===== config.mk =====
export PLATFORM = sky130hd
export DESIGN_NAME = stk_seq
export DESIGN_NICKNAME = d
export VERILOG_FILES = /design/src/rtl/stk_pkg.sv /design/src/rtl/stk_plan.sv /design/src/rtl/stk_agu.sv /design/src/rtl/stk_seq.sv
export SDC_FILE = /design/constraint.sdc
export NUM_CORES = 1
export LEC_CHECK = 0
export BUFFER_PORTS_ARGS = -buffer_cell sky130_fd_sc_hd__buf_2
export CORE_MARGIN = 10
export CORE_UTILIZATION = 35
export DETAILED_ROUTE_END_ITERATION = 7
export HOLD_SLACK_MARGIN = 0.03
export SYNTH_ARGS = -nofsm -noshare
export SYNTH_HDL_FRONTEND = slang
export SYNTH_HIERARCHICAL = 1
export SYNTH_SLANG_ARGS = --single-unit

===== constraint.sdc =====
create_clock -name clk_i -period 10.9 [get_ports clk_i]
set_clock_uncertainty 0.2 [all_clocks]
set_input_delay 0.545 -clock clk_i [delete_from_list [all_inputs] [get_ports clk_i]]
set_output_delay 0.545 -clock clk_i [all_outputs]
set_load 0.005 [all_outputs]

===== src/rtl/stk_pkg.sv =====
package stk_pkg;

  typedef enum logic [3:0] {
    C_PUSH  = 4'd0,
    C_POP   = 4'd1,
    C_PUSHF = 4'd2,
    C_POPF  = 4'd3,
    C_CALLN = 4'd4,
    C_CALLF = 4'd5,
    C_RETN  = 4'd6,
    C_RETF  = 4'd7,
    C_INT   = 4'd8
  } cmd_e;

  typedef enum logic [1:0] {
    WK_PUSH,
    WK_POP,
    WK_VEC
  } wkind_e;

  // source of a pushed word, or destination of a read word
  typedef enum logic [1:0] {
    SEL_OPND,
    SEL_FLAGS,
    SEL_CS,
    SEL_IP
  } wsel_e;

  typedef struct packed {
    wkind_e kind;
    wsel_e  sel;
    logic   last;
  } wstep_t;

  localparam int TF_BIT = 8;
  localparam int IF_BIT = 9;

  function automatic logic cmd_known(logic [3:0] c);
    return c <= 4'd8;
  endfunction

endpackage


===== src/rtl/stk_plan.sv =====
module stk_plan
  import stk_pkg::*;
#(
  parameter int IDX_W = 3
) (
  input  cmd_e             cmd_i,
  input  logic [IDX_W-1:0] widx_i,
  output wstep_t           step_o
);

  always_comb begin
    step_o = '{kind: WK_PUSH, sel: SEL_OPND, last: 1'b1};
    case (cmd_i)
      C_PUSH:  step_o = '{kind: WK_PUSH, sel: SEL_OPND,  last: 1'b1};
      C_PUSHF: step_o = '{kind: WK_PUSH, sel: SEL_FLAGS, last: 1'b1};
      C_POP:   step_o = '{kind: WK_POP,  sel: SEL_OPND,  last: 1'b1};
      C_POPF:  step_o = '{kind: WK_POP,  sel: SEL_FLAGS, last: 1'b1};
      C_CALLN: step_o = '{kind: WK_PUSH, sel: SEL_IP,    last: 1'b1};
      C_RETN:  step_o = '{kind: WK_POP,  sel: SEL_IP,    last: 1'b1};
      C_CALLF: begin
        if (widx_i == IDX_W'(0)) step_o = '{kind: WK_PUSH, sel: SEL_CS, last: 1'b0};
        else                     step_o = '{kind: WK_PUSH, sel: SEL_IP, last: 1'b1};
      end
      C_RETF: begin
        if (widx_i == IDX_W'(0)) step_o = '{kind: WK_POP, sel: SEL_IP, last: 1'b0};
        else                     step_o = '{kind: WK_POP, sel: SEL_CS, last: 1'b1};
      end
      C_INT: begin
        case (widx_i)
          IDX_W'(0): step_o = '{kind: WK_PUSH, sel: SEL_FLAGS, last: 1'b0};
          IDX_W'(1): step_o = '{kind: WK_PUSH, sel: SEL_CS,    last: 1'b0};
          IDX_W'(2): step_o = '{kind: WK_PUSH, sel: SEL_IP,    last: 1'b0};
          IDX_W'(3): step_o = '{kind: WK_VEC,  sel: SEL_IP,    last: 1'b0};
          default:   step_o = '{kind: WK_VEC,  sel: SEL_CS,    last: 1'b1};
        endcase
      end
      default: step_o = '{kind: WK_PUSH, sel: SEL_OPND, last: 1'b1};
    endcase
  end

endmodule


===== src/rtl/stk_agu.sv =====
module stk_agu
  import stk_pkg::*;
#(
  parameter int WORD_W    = 16,
  parameter int SEG_SHIFT = 4,
  parameter int TYPE_W    = 8,
  parameter int BYTES     = 2,
  parameter int BSEL_W    = 1,
  parameter int AW        = WORD_W + SEG_SHIFT
) (
  input  wkind_e            kind_i,
  input  wsel_e             sel_i,
  input  logic [WORD_W-1:0] seg_i,
  input  logic [WORD_W-1:0] sp_i,
  input  logic [TYPE_W-1:0] vtype_i,
  input  logic [BSEL_W-1:0] bsel_i,
  output logic [AW-1:0]     addr_o
);

  localparam int VEC_SH = $clog2(2 * BYTES);

  logic [WORD_W-1:0] off;
  logic [AW-1:0]     seg_base;
  logic [AW-1:0]     vec_base;

  always_comb begin
    seg_base = {seg_i, {SEG_SHIFT{1'b0}}};
    if (kind_i == WK_PUSH) off = sp_i - WORD_W'(BYTES) + WORD_W'(bsel_i);
    else                   off = sp_i + WORD_W'(bsel_i);
    vec_base = AW'(vtype_i) << VEC_SH;
    if (sel_i == SEL_CS) vec_base = vec_base + AW'(BYTES);
    if (kind_i == WK_VEC) addr_o = vec_base + AW'(bsel_i);
    else                  addr_o = seg_base + AW'(off);
  end

endmodule


===== src/rtl/stk_seq.sv =====
module stk_seq
  import stk_pkg::*;
#(
  parameter int              WORD_W    = 16,
  parameter int              BYTE_W    = 8,
  parameter int              SEG_SHIFT = 4,
  parameter int              TYPE_W    = 8,
  parameter int              MAX_WORDS = 5,
  parameter logic [WORD_W-1:0] SP_RST  = 16'h2000,
  parameter logic [WORD_W-1:0] IP_RST  = 16'h0000,
  parameter logic [WORD_W-1:0] CS_RST  = 16'h0000,
  parameter logic [WORD_W-1:0] FL_RST  = 16'h0000,
  localparam int             AW        = WORD_W + SEG_SHIFT
) (
  input  logic              clk_i,
  input  logic              rst_ni,
  input  logic              cmd_valid_i,
  input  logic [3:0]        cmd_i,
  input  logic [WORD_W-1:0] opnd_i,
  input  logic [WORD_W-1:0] tgt_cs_i,
  input  logic [WORD_W-1:0] tgt_ip_i,
  input  logic [TYPE_W-1:0] int_type_i,
  input  logic [WORD_W-1:0] ss_i,
  output logic              busy_o,
  output logic              done_o,
  output logic [WORD_W-1:0] pop_data_o,
  output logic [WORD_W-1:0] sp_o,
  output logic [WORD_W-1:0] ip_o,
  output logic [WORD_W-1:0] cs_o,
  output logic [WORD_W-1:0] flags_o,
  output logic [AW-1:0]     mem_addr_o,
  output logic [BYTE_W-1:0] mem_wdata_o,
  output logic              mem_we_o,
  input  logic [BYTE_W-1:0] mem_rdata_i
);

  localparam int BYTES  = WORD_W / BYTE_W;
  localparam int BSEL_W = (BYTES > 1) ? $clog2(BYTES) : 1;
  localparam int IDX_W  = (MAX_WORDS > 1) ? $clog2(MAX_WORDS) : 1;

  logic              run_q, done_q;
  cmd_e              cmd_q;
  logic [WORD_W-1:0] opnd_q, tcs_q, tip_q, ss_q;
  logic [TYPE_W-1:0] type_q;
  logic [IDX_W-1:0]  widx_q;
  logic [BSEL_W-1:0] bsel_q;
  logic [WORD_W-1:0] rd_q, rd_next;
  logic [WORD_W-1:0] sp_q, ip_q, cs_q, flags_q, pop_q;
  logic [WORD_W-1:0] src_w;
  logic              accept, bsel_last;
  wstep_t            step;

  stk_plan #(.IDX_W(IDX_W)) u_plan (
    .cmd_i  (cmd_q),
    .widx_i (widx_q),
    .step_o (step)
  );

  stk_agu #(
    .WORD_W   (WORD_W),
    .SEG_SHIFT(SEG_SHIFT),
    .TYPE_W   (TYPE_W),
    .BYTES    (BYTES),
    .BSEL_W   (BSEL_W),
    .AW       (AW)
  ) u_agu (
    .kind_i  (step.kind),
    .sel_i   (step.sel),
    .seg_i   (ss_q),
    .sp_i    (sp_q),
    .vtype_i (type_q),
    .bsel_i  (bsel_q),
    .addr_o  (mem_addr_o)
  );

  assign accept    = !run_q && cmd_valid_i && cmd_known(cmd_i);
  assign bsel_last = (bsel_q == BSEL_W'(BYTES - 1));
  assign rd_next   = {mem_rdata_i, rd_q[WORD_W-1:BYTE_W]};

  always_comb begin
    case (step.sel)
      SEL_FLAGS: src_w = flags_q;
      SEL_CS:    src_w = cs_q;
      SEL_IP:    src_w = ip_q;
      default:   src_w = opnd_q;
    endcase
  end

  assign mem_wdata_o = src_w[bsel_q*BYTE_W +: BYTE_W];
  assign mem_we_o    = run_q && (step.kind == WK_PUSH);

  always_ff @(posedge clk_i or negedge rst_ni) begin
    if (!rst_ni) begin
      run_q   <= 1'b0;
      done_q  <= 1'b0;
      cmd_q   <= C_PUSH;
      opnd_q  <= '0;
      tcs_q   <= '0;
      tip_q   <= '0;
      ss_q    <= '0;
      type_q  <= '0;
      widx_q  <= '0;
      bsel_q  <= '0;
      rd_q    <= '0;
      sp_q    <= SP_RST;
      ip_q    <= IP_RST;
      cs_q    <= CS_RST;
      flags_q <= FL_RST;
      pop_q   <= '0;
    end else begin
      done_q <= 1'b0;
      if (accept) begin
        run_q  <= 1'b1;
        cmd_q  <= cmd_e'(cmd_i);
        opnd_q <= opnd_i;
        tcs_q  <= tgt_cs_i;
        tip_q  <= tgt_ip_i;
        ss_q   <= ss_i;
        type_q <= int_type_i;
        widx_q <= '0;
        bsel_q <= '0;
      end else if (run_q) begin
        if (step.kind != WK_PUSH) rd_q <= rd_next;
        if (!bsel_last) begin
          bsel_q <= bsel_q + BSEL_W'(1);
        end else begin
          bsel_q <= '0;
          if (step.kind == WK_PUSH) sp_q <= sp_q - WORD_W'(BYTES);
          if (step.kind == WK_POP)  sp_q <= sp_q + WORD_W'(BYTES);
          if (step.kind != WK_PUSH) begin
            case (step.sel)
              SEL_FLAGS: flags_q <= rd_next;
              SEL_CS:    cs_q    <= rd_next;
              SEL_IP:    ip_q    <= rd_next;
              default:   pop_q   <= rd_next;
            endcase
          end
          // mask single-step and interrupt enable once the old flags are saved
          if (cmd_q == C_INT && widx_q == '0) begin
            flags_q[TF_BIT] <= 1'b0;
            flags_q[IF_BIT] <= 1'b0;
          end
          if (step.last) begin
            run_q  <= 1'b0;
            done_q <= 1'b1;
            widx_q <= '0;
            if (cmd_q == C_CALLN || cmd_q == C_CALLF) ip_q <= tip_q;
            if (cmd_q == C_CALLF) cs_q <= tcs_q;
          end else begin
            widx_q <= widx_q + IDX_W'(1);
          end
        end
      end
    end
  end

  assign busy_o     = run_q;
  assign done_o     = done_q;
  assign pop_data_o = pop_q;
  assign sp_o       = sp_q;
  assign ip_o       = ip_q;
  assign cs_o       = cs_q;
  assign flags_o    = flags_q;


  sp_step_chk: assert property (@(posedge clk_i) disable iff (!rst_ni)
    (sp_q != $past(sp_q)) |->
      (sp_q == $past(sp_q) - WORD_W'(BYTES) || sp_q == $past(sp_q) + WORD_W'(BYTES)));


  idle_hold_chk: assert property (@(posedge clk_i) disable iff (!rst_ni)
    !busy_o |=> ($stable(sp_q) && $stable(ip_q) && $stable(cs_q) && $stable(flags_q)));


  done_pulse_chk: assert property (@(posedge clk_i) disable iff (!rst_ni)
    done_o |=> !done_o);


  int_mask_chk: assert property (@(posedge clk_i) disable iff (!rst_ni)
    (done_o && cmd_q == C_INT) |-> (!flags_q[TF_BIT] && !flags_q[IF_BIT]));


  cmd_take_chk: assert property (@(posedge clk_i) disable iff (!rst_ni)
    (!busy_o && cmd_valid_i && cmd_i <= 4'd8) |=> busy_o);


  cmd_drop_chk: assert property (@(posedge clk_i) disable iff (!rst_ni)
    (!busy_o && cmd_valid_i && cmd_i > 4'd8) |=> !busy_o);

endmodule


# Yosys cells after proc, flatten, opt, wreduce, memory -nomap -nowiden

Index checks and enable logic that the tools add are counted.

Add/sub/neg operators: 9
Magnitude comparators: 1
Eq/ne operators: 16
Shift-type cells: 1
Muxes and demuxes: 36
Bitwise operators: 2
Reductions and logical operators: 22

Operator list:

| operator                                                              | count |
|---|---|
| 16-bit 2-to-1 mux                                                     | 11 |
| 16-bit case mux with 3 select lines                                   | 1 |
| 20-bit 2-to-1 mux                                                     | 2 |
| 5-bit case mux with 8 select lines                                    | 1 |
| 16-bit by 1-bit adder with 16-bit output                              | 2 |
| 20-bit by 1-bit adder with 20-bit output                              | 1 |
| 20-bit by 16-bit adder with 20-bit output                             | 1 |
| 10-bit 2-to-1 mux                                                     | 2 |
| 5-bit case mux with 4 select lines                                    | 1 |
| 16-bit by 2-bit adder with 16-bit output (second input constant)      | 1 |
| 4-bit by 3-bit == test with 1-bit output (second input constant)      | 4 |
| 16-bit by 5-bit indexed part select with 8-bit output                 | 1 |
| 16-bit by 2-bit subtractor with 16-bit output (second input constant) | 1 |
| 5-bit AND reduction                                                   | 3 |
| 3-bit 2-to-1 mux                                                      | 4 |
| 2-bit nonzero test                                                    | 6 |
| 10-bit by 2-bit adder with 11-bit output (second input constant)      | 1 |
| 1-bit 2-to-1 mux                                                      | 11 |
| 4-bit by 2-bit == test with 1-bit output (second input constant)      | 2 |
| 2-bit == test (second input constant)                                 | 3 |
| 3-bit by 2-bit == test with 1-bit output (second input constant)      | 2 |
| 2-bit 2-to-1 mux                                                      | 3 |
| 3-bit AND reduction                                                   | 2 |
| 2-bit by 1-bit == test with 1-bit output (second input constant)      | 2 |
| other kinds (15)                                                      | 19 |

Flip-flop bits (word level): 178
Input bits: 87
Output and inout bits: 111

# Depth between registers and ports, before layout

Gate-level depths: netlist of run 1.

Word-level depth: 8
Depth in mapped cells: 16

# Cells and area by module

Netlist of run 1, hierarchy kept.

By module, submodules not included:

| module   | instances | cells each | area an instance (µm²) |
|---|---|---|---|
| stk_seq  | 1         | 753        | 7772.5 |
| stk_agu  | 1         | 198        | 1350.0 |
| stk_plan | 1         | 18         | 128.9 |

# Worst setup path after synthesis of run 1

OpenSTA, ideal clock, no wires.

Kind: flip-flop to output port
Start point: register cmd_q[0]
End point: output port mem_addr_o[18]
Data arrival time: 4.041 ns
Data required time: 10.155 ns
Setup slack: 6.114 ns
Stages on the path, launching flop included: 16
Buffers on the path: 2
Cell sequence: dfrtp_1 or4b_4 nor2_1 clkbuf_1 or2_1 clkbuf_1 and3_1 nand3_1 a21oi_1 xor2_1 ha_1 a21o_1 a21o_1 a221o_1 mux2_1 a2111oi_2

RTL lines:

| what                   | RTL line       | source |
|---|---|---|
| from (decl)            | stk_seq.sv:42  | `cmd_e cmd_q;` |
| from (signal assigned) | stk_seq.sv:114 | `cmd_q <= cmd_e'(cmd_i);` |
| to (decl)              | stk_seq.sv:31  | `output logic [AW-1:0] mem_addr_o,` |

==> summary.txt, run 1 <==
CTS
  – CTS tree: built
  – Clock sink count: 169
  – Htree depth: 4
  – Setup Fix Bufs, Post-CTS: 0
  – Clk Latency, worst-skew pair: roughly 0.43 ns
  – Number of buffers created by CTS: 17
  – Root Driver: clkbuf_16
  – Reg clk slew, reported paths: 0.08 ns
  – CTS max path bufs: 2

Synth
  – Commonest cells post-synth: nand2_1, dfrtp_1, a21oi_1, nor2_1, o22ai_1
  – Register area share after synthesis: 45.7%
  – Mapped Cells: between 900 and 1000
  – Synth unique cells: 75
  – Synthesized area: between 9000 and 10000 sq um
  – Yosys warns: 6
  – Ranking of synthesized cells by area: dfrtp_1, nand2_1, ha_1
  – Fraction of registers with async set/reset: between 90% and 100%
  – Largest area contributor in the netlist: dfrtp_1
  – EDFF count, synth: 0
  – Yosys top cell area share: between 40% and 50%
  – Syn_area_per_cell: around 9.5 sq um
  – Most used flip-flop cell after synthesis: dfrtp_1
  – Most common cell in the synthesized netlist: nand2_1
  – #FFs+latches synth: 169

Detailed routing
  – DRT antenna net count: 0
  – TritonRoute pass-1 iters: 5
  – Drt total wl: around 30000 um
  – DR vias/cell: ~5.4
  – Vias: 8038
  – WL/cell: between 20 and 25 um
  – Drc violations: 0
  – Metal2 WL: 14300 um
  – Highest routed layer: met5
  – DR WL met3: between 2000 and 3000 um
  – DRT met1 WL: 13600 um
  – Initial DRC Count: 580

Floorplan
  – Die area: 33300 sq um
  – Chip height: between 150 and 200 um
  – Io pins: ~200
  – Die X: between 150 and 200 um
  – Row count: 59
  – CORE AREA: around 26000 sq um
  – Initial Util: around 36%

Worst setup path
  – Slowest-stage cell, CP: or4b_4
  – Crit path max-delay family: simple AND/OR/NAND/NOR gates
  – CP Class: reg2out
  – Worst EP required: about 10 ns
  – CP bufs+invs: 1
  – Crit path max fanout: 14
  – Reg-to-Reg Start: cmd_q[0]$_DFFE_PN0P_
  – Startpoint Class: flip-flop
  – Critical Path Most Common Cell: a21o_1
  – Crit end category: primary output
  – Cells along the critical path: or4b_4 > nor2_1 > or2_1 > and3_1 > nand3_1 > a21oi_1 > xor2_1 > ha_1 > a21o_1 > a21o_1 > a221o_1 > mux2_1 > a2111oi_2 > buf_2
  – CP arrival: 5.10 ns
  – Critical path origin: cmd_q[0]$_DFFE_PN0P_
  – CP max stage delay: slightly above 0.6 ns

Min path
  – HP Start: tgt_cs_i[12]
  – Hold Path Class: in2reg

Place
  – Final HPWL DP: roughly 23000 um
  – Inst Count DP: between 1000 and 1500
  – Post-place setup slack: ~5.6 ns
  – PortBufs: 196
  – GPL Wtd Cong: around 0.85

GRT
  – First-pass GRT wire length: ~48000 um
  – GRT Residual Overflow: 0
  – Global Route Usage Sum: 18.2%
  – Number of global-route vias before repair: ~8200
  – Initial antenna violation count: 1
  – Largest net degree at the start of global routing: 72

Final layout
  – Layout cells sized above 1: about a quarter
  – Final Net Count: 1272
  – Antenna fix cells: 0
  – Area Overhead vs Synth: 20.3%
  – Post-Layout Cell Count: 1498

Status
  – Outcome: complete, no violations

STA
  – Final setup violation count: 0
  – Least-Margin Pin Slew: 1.07 ns
  – RSZ-0062 raised after global routing: no
  – Slew margin rel.: ~28%
  – Final hold violations: 0
  – TNS Setup: 0 ns
  – F_max: approximately 0.17 GHz
  – Fin crit share: a little over half
  – Tmin final: 5.84 ns
  – Final slew viol count: 0
  – Final Worst Setup Slack: around 5 ns
  – Worst hold margin: ~0.094 ns

Pwr
  – Pwr Total: ~4.1 mW
  – PwrDens: ~370 nW/um^2
  – Max VDD drop: 0.000234 V
  – Leak Pwr: between 5 and 6 nW

Run
  – Max cap viols: 0
-- timing repair --
action / in CTS / in global routing
endpoints found under the setup margin: 0 / 0
hold buffers: 1 / 0
resized for setup: 0 / 0
endpoints found under the hold margin: 28 / 0
-- cell families (layout without fill, tap and decap cells) --
family                     after synthesis  in the layout  share of synthesized area (%)
and+or+nand+nor                        420            420                           20.3
AOI/OAI and AO/OA                      183            183                           12.5
DFF                                    169            169                           45.7
muxes                                   72             72                           10.8
buffers and inverters                   58            251                           2.79
adders and majority gates               35             35                           4.90
xor gates and xnor gates                31             31                           2.93
other                                    1              2                         0.0405
-- worst paths after layout --
path | slack, ns | end | cells past startpoint
max | 5.06 | mem_addr_o[18] | 14
min | 0.09 | tcs_q[12]$_DFFE_PN0P_ | 3
max reg2reg | 6.43 | sp_o[15]$_DFFE_PN0P_ | 11
min reg2reg | 0.28 | tcs_q[1]$_DFFE_PN0P_ | 2
max in group asynchronous | 8.90 | opnd_q[5]$_DFFE_PN0P_ | 3
min in group asynchronous | 0.35 | type_q[5]$_DFFE_PN0P_ | 2
-- report_power, final --
| group | switching, mW | leakage, nW | internal (mW) | total [mW] |
|---|---|---|---|---|
| registers | 0.337 | 2.05 | 0.926 | 1.26 |
| logic | 1.19 | 3.08 | 0.997 | 2.19 |
| clock network | 0.291 | 0.282 | 0.326 | 0.617 |
-- through the flow --
step	utilization (%)	instance area [sq um]
after floorplan	-	9260
after global placement	40.4	10500
after global routing	42.7	11100
after detailed placement	40.4	10500
after CTS	42.7	11100
final	42.7	11100
-- area by class of cell --
class | instances | area [sq um]
flip-flops and latches | 169 | 4230
multi-input cells | 743 | 4770
clock inverters | 14 | 155
inverters | 11 | 41.3
clock buffers | 18 | 429
well taps | 335 | 419
fillers | 2572 | 14900
repair buffers | 208 | 1080
-- routing by layer --
metal | track usage [%] | vias up
met2 | 29.1 | 308
li1 | - | 3766
met1 | 23.3 | 3936
met3 | 5.99 | 26
met4 | 4.36 | 2
met5 | 0 | -
-- registers in the layout (all words and copies together), names as in the netlist, 3 cells and up --
register,flops
cmd_q,4
cs_o,16
flags_o,16
ip_o,16
opnd_q,16
pop_data_o,16
rd_q,8
sp_o,15
ss_q,16
tcs_q,16
tip_q,16
type_q,8
widx_q,3
-- worst register-to-register path: stages (launching register included) --
cell,delay (ns)
dfrtp_1,0.46
or4b_4,0.61
nor2_1,0.54
nand2b_1,0.68
inv_1,0.13
fa_1,0.43
nand2b_1,0.18
a21oi_1,0.25
o211ai_1,0.20
a2111oi_0,0.40
a41o_1,0.15
o32ai_1,0.08
-- cells in the final DEF (no fill, tap or decap), types with 4 or more instances in the layout --
cell / count
nor3_1: 15
nor2b_1: 4
xor2_1: 14
dfrtp_1: 168
buf_2: 195
nand2b_1: 9
ha_1: 33
mux4_2: 16
mux2_2: 22
nor2_1: 62
inv_1: 9
o21a_1: 8
o211ai_1: 6
buf_4: 11
xnor2_1: 17
or3_1: 5
o22ai_1: 34
and3_1: 8
a21oi_1: 62
clkbuf_16: 17
inv_8: 4
o21ai_1: 12
a21o_1: 10
a31oi_1: 5
and2_1: 4
inv_6: 4
nand3_1: 11
o31ai_1: 7
nand2_1: 262
nand4_1: 4
o21ai_0: 13
nor4_1: 4
mux2_1: 31
Power figures use the tool's default switching activity.
==> run 2, diff against run 1 <==
==> constraint.sdc (replaced) <==
create_clock -name clk_i -period 5.9 [get_ports clk_i]
set_clock_uncertainty 0.2 [all_clocks]
set_input_delay 0.295 -clock clk_i [delete_from_list [all_inputs] [get_ports clk_i]]
set_output_delay 0.295 -clock clk_i [all_outputs]
set_load 0.005 [all_outputs]
==> run 2 against run 1 <==
  * Combinational power up 88%
  * Clock power is 93% higher
  * Worst setup slack lost 4.5 ns
  * Critical path depth did not move
  * Critical path type unchanged
  * Largest power group unchanged
  * Flip-flop and latch count unchanged
  * Non-clock buffer count grew 87
  * Sequential power rose by 84%
  * Via count is 3.4% higher
  * Final cell count increased by 5.9%
  * Sequential share of layout area is 2.9 points lower
  * Total power grew 87%
==> summary.txt, run 2 (synthesized netlist as in run 1, its figures left out) <==
Final layout
  – Commonest non-fill, non-tap cell in the layout: nand2_1
  – Leading cell types in the layout, fill and taps excluded: nand2_1, buf_2, dfrtp_1
  – Final Net Count: 1359 (+6.8%)
  – Filler Cells Inserted: 2473 (-3.8%)
  – Layout cells sized above 1: 24.3% (-1.6 points)
  – Area Overhead vs Synth: 30.1%
  – Area occupied by multi-input gates: 4770 sq um (unchanged)
  – Sequential cell area: 4230 sq um (unchanged)
  – Post-Layout Cell Count: 1586 (+5.9%)
  – Util after Layout: 46.2% (+3.5 points)

STA
  – RSZ-0062 raised after global routing: no
  – Final setup violation count: 0 (unchanged)
  – Final hold violations: 0 (unchanged)
  – Fin crit share: between 80% and 90%
  – Tmin final: ~5.3 ns
  – Final slew viol count: 0 (unchanged)
  – F_max: 0.189 GHz
  – Worst hold margin: 0.173 ns (+0.0783 ns)
  – Slew margin rel.: 33.7% (+5.8 points)
  – Final Worst Setup Slack: 0.610 ns (-4.45 ns)
  – Least-Margin Pin Slew: 0.994 ns (-0.0804 ns)
  – TNS Setup: 0 ns (unchanged)

Min path
  – Hold Path Class: in2async

Floorplan
  – Chip height: 183 um (unchanged)
  – Die area: 33300 sq um (unchanged)
  – Die X: 183 um (unchanged)
  – Initial Util: 35.5% (unchanged)
  – Io pins: 198 (unchanged)
  – CORE AREA: 26100 sq um (unchanged)
  – Row count: 59 (unchanged)

GRT
  – Global Route Usage Sum: 19.0% (+0.75 points)
  – Busiest layer in global routing: met2
  – Met1 usage: 24.3% (+0.93 points)
  – Initial antenna violation count: 0 (-1)
  – Met3 Usage GRT: 5.99% (unchanged)
  – Met2 GRT Util: 29.7% (+0.64 points)
  – Largest net degree at the start of global routing: 79 (+9.7%)
  – GRT Residual Overflow: 0 (unchanged)
  – Number of global-route vias before repair: 8670 (+6.3%)
  – First-pass GRT wire length: 50300 um (+5.0%)

Place
  – Post-place setup slack: 1.11 ns (-4.50 ns)
  – Inst Count DP: 1467 (+0.14%)
  – Final HPWL DP: 22600 um (about the same)
  – GPL Wtd Cong: 0.831 (-1.8%)
  – PortBufs: 196 (unchanged)

Detailed routing
  – Initial DRC Count: 654 (+13%)
  – Drc violations: 0 (unchanged)
  – WL/cell: 20.2 um (-2.3%)
  – TritonRoute pass-1 iters: 5 (unchanged)
  – Drt total wl: 32000 um (+3.4%)
  – DR vias/cell: 5.24 (-2.3%)
  – DRT antenna net count: 0 (unchanged)
  – Vias: 8311 (+3.4%)

Pwr
  – Leak Pwr: 5.81 nW (+7.2%)
  – Max VDD drop: 0.000451 V (+93%)
  – PwrDens: 634 nW/um^2 (+73%)

Worst setup path
  – Crit path max fanout: 9 (-5)
  – Slowest-stage cell, CP: or4b_4
  – Cells along the critical path: or4b_4 > nor2_1 > or2_1 > and3_1 > nand3_1 > a21oi_1 > xor2_1 > ha_1 > a21o_1 > a21o_1 > a221o_1 > mux2_1 > a2111oi_2 > buf_2
  – CP arrival: 4.80 ns (-0.30 ns)
  – Crit end category: primary output
  – Critical Path Most Common Cell: a21o_1
  – CP max stage delay: 0.60 ns (about the same)
  – Worst EP required: 5.41 ns (-4.75 ns)
  – Crit path max-delay family: simple AND/OR/NAND/NOR gates
  – Startpoint Class: flip-flop
  – CP bufs+invs: 1 (unchanged)
  – CP Class: reg2out

CTS
  – Clock sink count: 169 (unchanged)
  – Setup Fix Bufs, Post-CTS: 0 (unchanged)
  – Number of buffers created by CTS: 17 (unchanged)
  – CTS max path bufs: 2 (unchanged)
  – Htree depth: 4 (unchanged)
  – Clk Latency, worst-skew pair: 0.43 ns (about the same)
  – Root Driver: clkbuf_16
  – Reg clk slew, reported paths: 0.07 ns (about the same)
  – CTS tree: built

Status
  – Outcome: complete, no violations

Run
  – Max cap viols: 0 (unchanged)
run 2: changes by cell type in the layout (fill, tap and decap cells not counted), sizes merged:
cell         delta
inv             -1
diode           +1
clkinvlp        -2
dlygate4sd3    +85
buf             +2
clkbuf          +1
clkinv          +2
run 2: worst paths after layout:
kind / from / to / slack, ns / cells past startpoint
max: cmd_q[0]$_DFFE_PN0P_ / mem_addr_o[18] / 0.61 / 14
min: rst_ni / ss_q[7]$_DFFE_PN0P_ / 0.17 / 2
max reg2reg: cmd_q[0]$_DFFE_PN0P_ / sp_o[15]$_DFFE_PN0P_ / 1.86 / 13
min reg2reg: opnd_q[0]$_DFFE_PN0P_ / opnd_q[0]$_DFFE_PN0P_ / 0.28 / 2
max in group asynchronous: rst_ni / opnd_q[7]$_DFFE_PN0P_ / 4.07 / 3
min in group clk_i: opnd_q[0]$_DFFE_PN0P_ / opnd_q[0]$_DFFE_PN0P_ / 0.28 / 2
run 2: what timing repair did:
item / CTS / global route
hold buffers: 86 / 0
hold endpoints to repair: 151 / 0
resized for setup: 0 / 0
run 2: layer usage:
metal | share of wire (%) | vias to the layer above | wire (um)
li1 | - | 3931 | -
met1 | 43 | 4023 | 13900
met2 | 45 | 325 | 14500
met3 | 8.8 | 32 | 2810
met4 | 2.5 | 0 | 792
met5 | 0 | - | 0
run 2: per-stage QoR:
stage | total power, mW | cell area (sq um)
2_1_floorplan | 4.89 | 9260
3_3_place_gp | 6.31 | 10500
3_5_place_dp | 6.38 | 10500
4_1_cts | 7.65 | 12000
5_1_grt | 8.25 | 12000
6_report | 7.63 | 12000
run 2: worst register-to-register path: stages, from the launching register on:
cell	delay [ns]
dfrtp_1	0.46
or4b_4	0.60
nor2_1	0.28
buf_4	0.21
nand2b_1	0.11
buf_4	0.24
inv_1	0.09
fa_1	0.41
nand2b_1	0.18
a21oi_1	0.22
o211ai_1	0.21
a2111oi_0	0.43
a41o_1	0.16
o32ai_1	0.09
run 2: area by class of cell:
| cell class | count | share of cell area (%) |
|---|---|---|
| Antenna cell | 1 | 0.0208 |
| Clock buffer | 19 | 3.76 |
| Clock inverter | 13 | 1.46 |
| Inverter | 11 | 0.343 |
| Multi-Input combinational cell | 743 | 39.6 |
| Sequential cell | 169 | 35.1 |
| Tap cell | 335 | 3.48 |
| Timing Repair Buffer | 295 | 16.2 |
run 2: power by group:
part	leakage [nW]	internal (mW)	switching, mW
logic	3.45	1.89	2.23
clock network	0.307	0.636	0.558
registers	2.05	1.71	0.612
total	5.81	4.23	3.39
